### config.mk
export PLATFORM = sky130hd
export DESIGN_NAME = gf_index_mul
export DESIGN_NICKNAME = d
export VERILOG_FILES = /design/src/rtl/gf_mul_pkg.sv /design/src/rtl/gf_lut.sv /design/src/rtl/gf_mod_adder.sv /design/src/rtl/gf_delay_line.sv /design/src/rtl/gf_index_mul.sv
export SDC_FILE = /design/constraint.sdc
export NUM_CORES = 1
export LEC_CHECK = 0
export CAP_MARGIN = 20
export CORE_MARGIN = 2
export CORE_UTILIZATION = 45
export DETAILED_ROUTE_END_ITERATION = 16
export PLACE_DENSITY = 0.74
export SYNTH_ARGS = -nofsm -noshare
export SYNTH_HDL_FRONTEND = slang
export SYNTH_SLANG_ARGS = --single-unit
### constraint.sdc
create_clock -name clk -period 2.3 [get_ports clk]
set_clock_uncertainty 0.15 [all_clocks]
set_input_delay 0.46 -clock clk [delete_from_list [all_inputs] [get_ports clk]]
set_output_delay 0.46 -clock clk [all_outputs]
set_load 0.005 [all_outputs]
### src/rtl/gf_mul_pkg.sv
package gf_mul_pkg;

    typedef struct packed {
        logic valid;
        logic zero;
    } gf_ctl_t;

    // Exponent of value v for root r modulo prime p; 0 for v outside 1..p-1.
    function automatic int log_mod(int p, int r, int v);
        int acc;
        acc = 1;
        for (int i = 0; i < p - 1; i++) begin
            if (acc == v) return i;
            acc = (acc * r) % p;
        end
        return 0;
    endfunction

    // r raised to e modulo p, for e in 0..p-2; 0 for e outside that range.
    function automatic int pow_mod(int p, int r, int e);
        int acc;
        if (e >= p - 1) return 0;
        acc = 1;
        for (int i = 0; i < e; i++) acc = (acc * r) % p;
        return acc;
    endfunction

endpackage

### src/rtl/gf_lut.sv
module gf_lut #(
    parameter int P       = 31,
    parameter int ROOT    = 3,
    parameter int W       = 5,
    parameter bit INVERSE = 1'b0
) (
    input  logic         clk,
    input  logic [W-1:0] addr,
    output logic [W-1:0] data
);
    localparam int DEPTH = 1 << W;

    logic [W-1:0] table_q [DEPTH];

    for (genvar a = 0; a < DEPTH; a++) begin : g_entry
        localparam int VAL = INVERSE ? gf_mul_pkg::pow_mod(P, ROOT, a)
                                     : gf_mul_pkg::log_mod(P, ROOT, a);
        assign table_q[a] = VAL[W-1:0];
    end

    always_ff @(posedge clk) begin
        data <= table_q[addr];
    end
endmodule

### src/rtl/gf_mod_adder.sv
module gf_mod_adder #(
    parameter int W = 5,
    parameter int M = 30
) (
    input  logic                clk,
    input  logic                rst,
    input  logic [W-1:0]        a,
    input  logic [W-1:0]        b,
    input  gf_mul_pkg::gf_ctl_t ctl_in,
    output logic [W-1:0]        sum,
    output gf_mul_pkg::gf_ctl_t ctl_out
);
    import gf_mul_pkg::*;

    localparam int      OFFS_I = (1 << W) - M;
    localparam [W-1:0]  OFFS   = OFFS_I[W-1:0];

    logic [W:0]   raw_q;
    gf_ctl_t      ctl_q;
    logic [W:0]   adj;

    always_ff @(posedge clk) begin
        raw_q <= {1'b0, a} + {1'b0, b};
        if (rst) ctl_q <= '0;
        else     ctl_q <= ctl_in;
    end

    assign adj = {1'b0, raw_q[W-1:0]} + {1'b0, OFFS};

    always_ff @(posedge clk) begin
        sum <= (raw_q[W] | adj[W]) ? adj[W-1:0] : raw_q[W-1:0];
        if (rst) ctl_out <= '0;
        else     ctl_out <= ctl_q;
    end
endmodule

### src/rtl/gf_delay_line.sv
module gf_delay_line #(
    parameter int DEPTH = 3,
    parameter int WIDTH = 6
) (
    input  logic             clk,
    input  logic             rst,
    input  logic [WIDTH-1:0] din,
    output logic [WIDTH-1:0] dout
);
    if (DEPTH == 0) begin : g_wire
        assign dout = din;
    end else begin : g_regs
        logic [WIDTH-1:0] stage_q [DEPTH];
        always_ff @(posedge clk) begin
            if (rst) begin
                for (int i = 0; i < DEPTH; i++) stage_q[i] <= '0;
            end else begin
                stage_q[0] <= din;
                for (int i = 1; i < DEPTH; i++) stage_q[i] <= stage_q[i-1];
            end
        end
        assign dout = stage_q[DEPTH-1];
    end
endmodule

### src/rtl/gf_index_mul.sv
module gf_index_mul #(
    parameter int P    = 31,
    parameter int ROOT = 3,
    parameter int LAT  = 7,
    localparam int W   = $clog2(P)
) (
    input  logic         clk,
    input  logic         rst,
    input  logic         in_valid,
    input  logic [W-1:0] op_a,
    input  logic [W-1:0] op_b,
    output logic         out_valid,
    output logic [W-1:0] product
);
    import gf_mul_pkg::*;

    localparam int CORE = 4;
    localparam int PAD  = (LAT > CORE) ? LAT - CORE : 0;

    // Stage 1: parallel index lookups, zero detection.
    logic [W-1:0] idx_a, idx_b;
    gf_ctl_t      ctl_in, ctl_idx;

    assign ctl_in.valid = in_valid;
    assign ctl_in.zero  = (op_a == '0) || (op_b == '0);

    gf_lut #(.P(P), .ROOT(ROOT), .W(W), .INVERSE(1'b0)) u_log_a (
        .clk(clk), .addr(op_a), .data(idx_a));
    gf_lut #(.P(P), .ROOT(ROOT), .W(W), .INVERSE(1'b0)) u_log_b (
        .clk(clk), .addr(op_b), .data(idx_b));

    always_ff @(posedge clk) begin
        if (rst) ctl_idx <= '0;
        else     ctl_idx <= ctl_in;
    end

    // Stages 2-3: index sum modulo P-1.
    logic [W-1:0] idx_sum;
    gf_ctl_t      ctl_sum;
    logic         sum_vld;

    gf_mod_adder #(.W(W), .M(P - 1)) u_add (
        .clk(clk), .rst(rst), .a(idx_a), .b(idx_b),
        .ctl_in(ctl_idx), .sum(idx_sum), .ctl_out(ctl_sum));

    assign sum_vld = ctl_sum.valid & ~ctl_sum.zero;

    // Stage 4: inverse lookup and zero bypass.
    logic [W-1:0] pow_val;
    gf_ctl_t      ctl_pow;
    logic [W-1:0] prod_core;

    gf_lut #(.P(P), .ROOT(ROOT), .W(W), .INVERSE(1'b1)) u_pow (
        .clk(clk), .addr(idx_sum), .data(pow_val));

    always_ff @(posedge clk) begin
        if (rst) ctl_pow <= '0;
        else     ctl_pow <= ctl_sum;
    end

    assign prod_core = ctl_pow.zero ? '0 : pow_val;

    // Padding stages to reach LAT.
    logic [W:0] tail;

    gf_delay_line #(.DEPTH(PAD), .WIDTH(W + 1)) u_pad (
        .clk(clk), .rst(rst), .din({ctl_pow.valid, prod_core}), .dout(tail));

    assign out_valid = tail[W];
    assign product   = tail[W-1:0];
endmodule

==> results of run 1 <==
[final timing paths]
path,to,slack (ps),depth (start not counted)
setup / recovery,u_log_a.data[2],270,6
hold / removal,u_add.sum[0],180,0
setup reg to reg,u_pow.data[4],380,5
hold reg to reg,u_add.sum[0],180,0
[state kept, by name (all words and copies together), names as in the netlist]
name / count
u_add.ctl_out: 2
u_pad.g_regs.stage_q: 18
u_add.ctl_q: 2
u_add.raw_q: 6
ctl_idx: 2
u_log_a.data: 5
u_log_b.data: 5
u_pow.data: 5
ctl_pow: 2
u_add.sum: 5
[layout make-up]
type,count,area share (%)
inverter,12,1.47
timing repair buffer,38,10.8
tap,72,2.95
multi-input combinational,183,47.1
clock buffer,6,2.38
sequential,52,34.1
clock inverter,2,1.27
[cell usage in the layout (no fill, tap or decap), types with 9 or more instances in the layout]
| cell | n |
|---|---|
| nand2_1 | 16 |
| dfxtp_1 | 52 |
| nor2b_1 | 25 |
| ha_1 | 25 |
| o21ai_0 | 14 |
| inv_1 | 11 |
| clkdlybuf4s50_1 | 18 |
| a21oi_1 | 9 |
| buf_4 | 20 |
| nor2_1 | 10 |
[logic make-up (layout without fill, tap and decap cells)]
family,after synthesis,after routing,synth area share [%]
multiplexers,19,19,10.4
adder cells (fa/ha/maj),26,26,12.5
AND/OR/NAND/NOR,79,79,16.1
AO/OA/AOI/OAI,55,55,13.8
XOR/XNOR,4,4,1.32
flip-flops,52,52,39.2
buffers and inverters,34,58,6.64
[through the flow]
stage | utilization [%] | instance area (µm²)
finish | 54.5 | 3060
global placement | 52.5 | 2940
floorplan | - | 2660
global route | 54.5 | 3060
CTS | 54.5 | 3060
detailed placement | 52.5 | 2940
[per-layer routing]
layer,vias up,track usage (%),routed length [µm],share of wire (%)
met5,-,0,0,0
met2,27,24.2,1980,49
met3,6,3.33,135,3.3
met4,0,3.56,44,1.1
li1,973,-,-,-
met1,834,15.8,1900,47
[power groups by stage]
stage	Sequential (µW)	Combinational, µW	Clock (µW)
after floorplan	1210	655	0
after global placement	1320	686	0
after detailed placement	1330	702	0
after CTS	1310	705	635
after global routing	1350	792	678
final	1310	697	612
==> out/qor.yml, run 1 <==
synthesis:
  seq_area_frac_synth_pct: 39.2
  yosys_warnings: 0
  synth-async-reset-ratio_pct: 0
  yosysTopAreaCellShare_pct: 39.2
  syn_avg_cell_area_um2: 9.87
  yosys.cell_count.top_type: "dfxtp_1"
  syn_area_um2: 2660
  synth.net_count: 308
  synth_edf_count: 0
  synthDistinctLibCells: 50
  synth_top_flop_cell: "dfxtp_1"
  synth_seq_cells: 52
  synth.area.top_cells: "dfxtp_1 39%, ha_1 12%, nor2b_1 5.9%, mux4_2 5.1%, mux2i_1 2.6%"
  netlist_instances: 269
  synth_top_area_cell: "dfxtp_1"
  synthTopCellsByCount: "52 x dfxtp_1, 25 x ha_1, 25 x nor2b_1, 16 x nand2_1, 14 x o21ai_0"
critical_path:
  timing.rr.start: "u_add.sum[1]"
  endpoint_kind: "flop"
  path_delay_family: "buffers and inverters"
  worstPathMaxFanout: 3
  startpoint_type: "input port"
  crit_type: "in2reg"
  slowest_stage: "clkdlybuf4s50_1"
  critPathMaxStageDelay_ps: 500
  startpoint: "op_a[0]"
  cp_cell_sequence: "clkdlybuf4s50_1, inv_1, ha_1, nor2b_1, or2_0, mux4_2"
  worstPathRequired_ps: 2330
  crit_buf_inv: 2
  critPathArrivalTime_ps: 2060
layout:
  seq_area_um2: 1040
  multi_input_area_um2: 1440
  finish.net_count: 331
  diodes: 0
  syn_to_final_growth_pct: 15.1
  fill_cells: 522
  drive_gt1_share_pct: 14.7
  final_cells: 365
cts:
  cts.path.max_buffers: 2
  cts_max_level: 2
  cts_tree: "yes"
  cts_setup_buffers: 0
  numCtsBuffers: 5
  holdBufCountCts: 0
  cts-root-buf: "clkbuf_8"
  postCtsResizedCells: 0
  cts.sinks: 52
  clk_latency_ps: 300
  clkSlewWorstSetupHoldPaths_ps: 80
place:
  dp_slack_ps: -49.3
  place.gp.congestion: 0.816
  io_buffers: 18
  numPlacedInstances: 357
  hpwl_um: 3050
timing:
  hold_slack_ps: 183
  min_period_over_period_pct: 88.3
  setup_viol: 0
  final_max_slew_viol_count: 0
  worstMarginPinSlew_ps: 552
  period_needed_ps: 2030
  hold_viol: 0
  rsz0062_at_grt: "false"
  slew_headroom_pct: 63.1
  fin_ws_ps: 270
  max_freq_mhz: 493
  setup_tns_ps: 0
worst_hold_path:
  hp-start: "u_add.raw_q[0]"
  min_path_type: "reg2reg"
power:
  finalPower_uw: 2620
  p_int_uw: 1830
  p_leak_uw: 0.00131
  p_sw_uw: 786
  p_clk_share_pct: 23.4
  p_per_area_nw_per_um2: 858
  seqPwrFrac_pct: 50.1
  combPwrFrac_pct: 26.6
  peakVddDrop_v: 0.000423
  power_switching_share_pct: 30.0
floorplan:
  die_w_um: 80.8
  die_height_um: 80.8
  core_area_um2: 5610
  io_pins: 19
  fp.dieArea_um2: 6530
  rows: 27
  initial_core_util_pct: 47.3
routing:
  final_antenna_net_count: 0
  drt_iter0_markers: 47
  num_vias: 1840
  routed_wl_um: 4060
  vias_per_cell: 5.04
  drcViolationCount: 0
  post_drt_wl_per_cell_um: 11.1
  dr.pass1.iters: 4
global_routing:
  grt_pass1_wl_um: 6980
  overflow: 0
  grt_pass1_vias: 1653
  grt_antenna_before_repair: 0
  grt_usage_pct: 13.4
  grt_max_degree: 20
job:
  maxCapViolations: 0
outcome:
  status: "finished clean"
(Power assumes the default switching activity.)
==> run 2: changes to the inputs <==
- SLEW_MARGIN: default -> 20
==> results of run 2 <==
The final DEF is identical to that of run 1; final timing and power are the same.
==> run 3: changes to the inputs <==
- CELL_PAD_IN_SITES_DETAIL_PLACEMENT: default -> 0
- CELL_PAD_IN_SITES_GLOBAL_PLACEMENT: default -> 1
- PLACE_DENSITY: 0.74 -> 0.88
- clock period: 2.3 -> 2.17 ns (I/O delays scaled with it)
==> out/qor.yml, run 3 (synthesized netlist as in run 1, its figures left out) <==
timing:
  slew_headroom_pct: 68.7
  setup_tns_ps: 0
  worstMarginPinSlew_ps: 468
  fin_ws_ps: 204
  max_freq_mhz: 509
  min_period_over_period_pct: 90.6
  rsz0062_at_grt: "false"
  final_max_slew_viol_count: 0
  period_needed_ps: 1970
  setup_viol: 0
  hold_viol: 0
layout:
  finish.net_count: 334
  largest_register_ffs: 18
  reg.largest.list: "u_pad.g_regs.stage_q (18), u_add.raw_q (6)"
  largest-register: "u_pad.g_regs.stage_q"
  diodes: 0
  final_common_cell: "dfxtp_1"
  syn_to_final_growth_pct: 16.4
  layout_common_cells: "52 x dfxtp_1, 25 x nor2b_1, 25 x ha_1, 22 x buf_4, 18 x clkdlybuf4s50_1"
  stdcell_area_um2: 3090
  drive_gt1_share_pct: 15.9
place:
  dp_slack_ps: -134
  place.gp.congestion: 0.809
  placedInstanceArea_um2: 2980
  hpwl_um: 3210
  io_buffers: 18
power:
  power_switching_share_pct: 30.2
  p_per_area_nw_per_um2: 912
  p_sw_uw: 851
  p_leak_uw: 0.00133
  peakVddDrop_v: 0.000562
  combPwrFrac_pct: 29.6
  seqPwrFrac_pct: 47.6
  p_clk_share_pct: 22.8
  p_int_uw: 1970
cts:
  holdBufCountCts: 0
  cts_setup_buffers: 0
  clk_latency_ps: 300
  cts.sinks: 52
  numCtsBuffers: 5
  cts_tree: "yes"
  cts_max_level: 2
  cts-root-buf: "clkbuf_8"
  clkSlewWorstSetupHoldPaths_ps: 90
  cts.path.max_buffers: 2
  postCtsResizedCells: 0
floorplan:
  core_area_um2: 5610
  die_height_um: 80.8
  io_pins: 19
  fp.dieArea_um2: 6530
  initial_core_util_pct: 47.3
  die_w_um: 80.8
  rows: 27
global_routing:
  grt_max_degree: 24
  grt_antenna_before_repair: 0
  overflow: 0
  grt_usage_pct: 15.1
  grt_pass1_vias: 1837
  grt_pass1_wl_um: 7660
routing:
  drt_iter0_markers: 73
  vias_per_cell: 5.13
  post_drt_wl_per_cell_um: 11.7
  num_vias: 1888
  drcViolationCount: 0
  routed_wl_um: 4300
  dr.pass1.iters: 3
  final_antenna_net_count: 0
job:
  maxCapViolations: 0
critical_path:
  critPathMaxStageDelay_ps: 480
  endpoint_kind: "flop"
  crit_buf_inv: 2
  cp_cell_sequence: "clkdlybuf4s50_1, buf_4, ha_1, mux4_2, mux2_2"
  startpoint_type: "input port"
  crit_type: "in2reg"
  worstPathMaxFanout: 6
  path_delay_family: "multiplexers"
  critPathArrivalTime_ps: 2020
  worstPathRequired_ps: 2220
  slowest_stage: "mux4_2"
outcome:
  status: "finished clean"
worst_hold_path:
  min_path_type: "reg2reg"
[run 3: power groups by stage]
stage                     clock, µW  sequential [µW]  combinational, µW
after floorplan                   0             1290                695
after global placement            0             1360                814
after detailed placement          0             1360                843
after CTS                       659             1340                848
after global routing            708             1370                972
final                           641             1340                835
[run 3: per-stage QoR]
stage               power, µW  hold slack, ps  std cells  utilization (%)
finish                   2820             185        368             55.1
global route             3050             192        368             55.1
CTS                      2850             189        368             55.1
detailed placement       2200             167        360             53.1
global placement         2170             161        360             53.1
floorplan                1980             160        269                -
[run 3: area by class of cell]
| cell class | instances | area (µm²) |
|---|---|---|
| well taps | 72 | 90.1 |
| clock buffers | 5 | 68.8 |
| flip-flops and latches | 52 | 1040 |
| clock inverters | 3 | 42.5 |
| multi-input cells | 183 | 1440 |
| repair buffers | 41 | 365 |
| inverters | 12 | 45.0 |
| fillers | 554 | 2520 |
[run 3: path summary, 6_finish.rpt]
path	startpoint	endpoint	slack [ps]	cells past startpoint
worst max register to register	u_log_a.data[0]	u_add.raw_q[4]	460	5
worst max-delay path	op_a[1]	u_log_a.data[1]	200	5
worst min register to register	u_add.raw_q[0]	u_add.sum[0]	180	0
worst min-delay path	u_add.raw_q[0]	u_add.sum[0]	180	0
[run 3: metal layers]
layer	part of all wire [%]	GRT usage (%)
met1	43	16.5
met2	52	28.1
met3	3.2	4.00
met4	1.3	4.92
met5	0	0
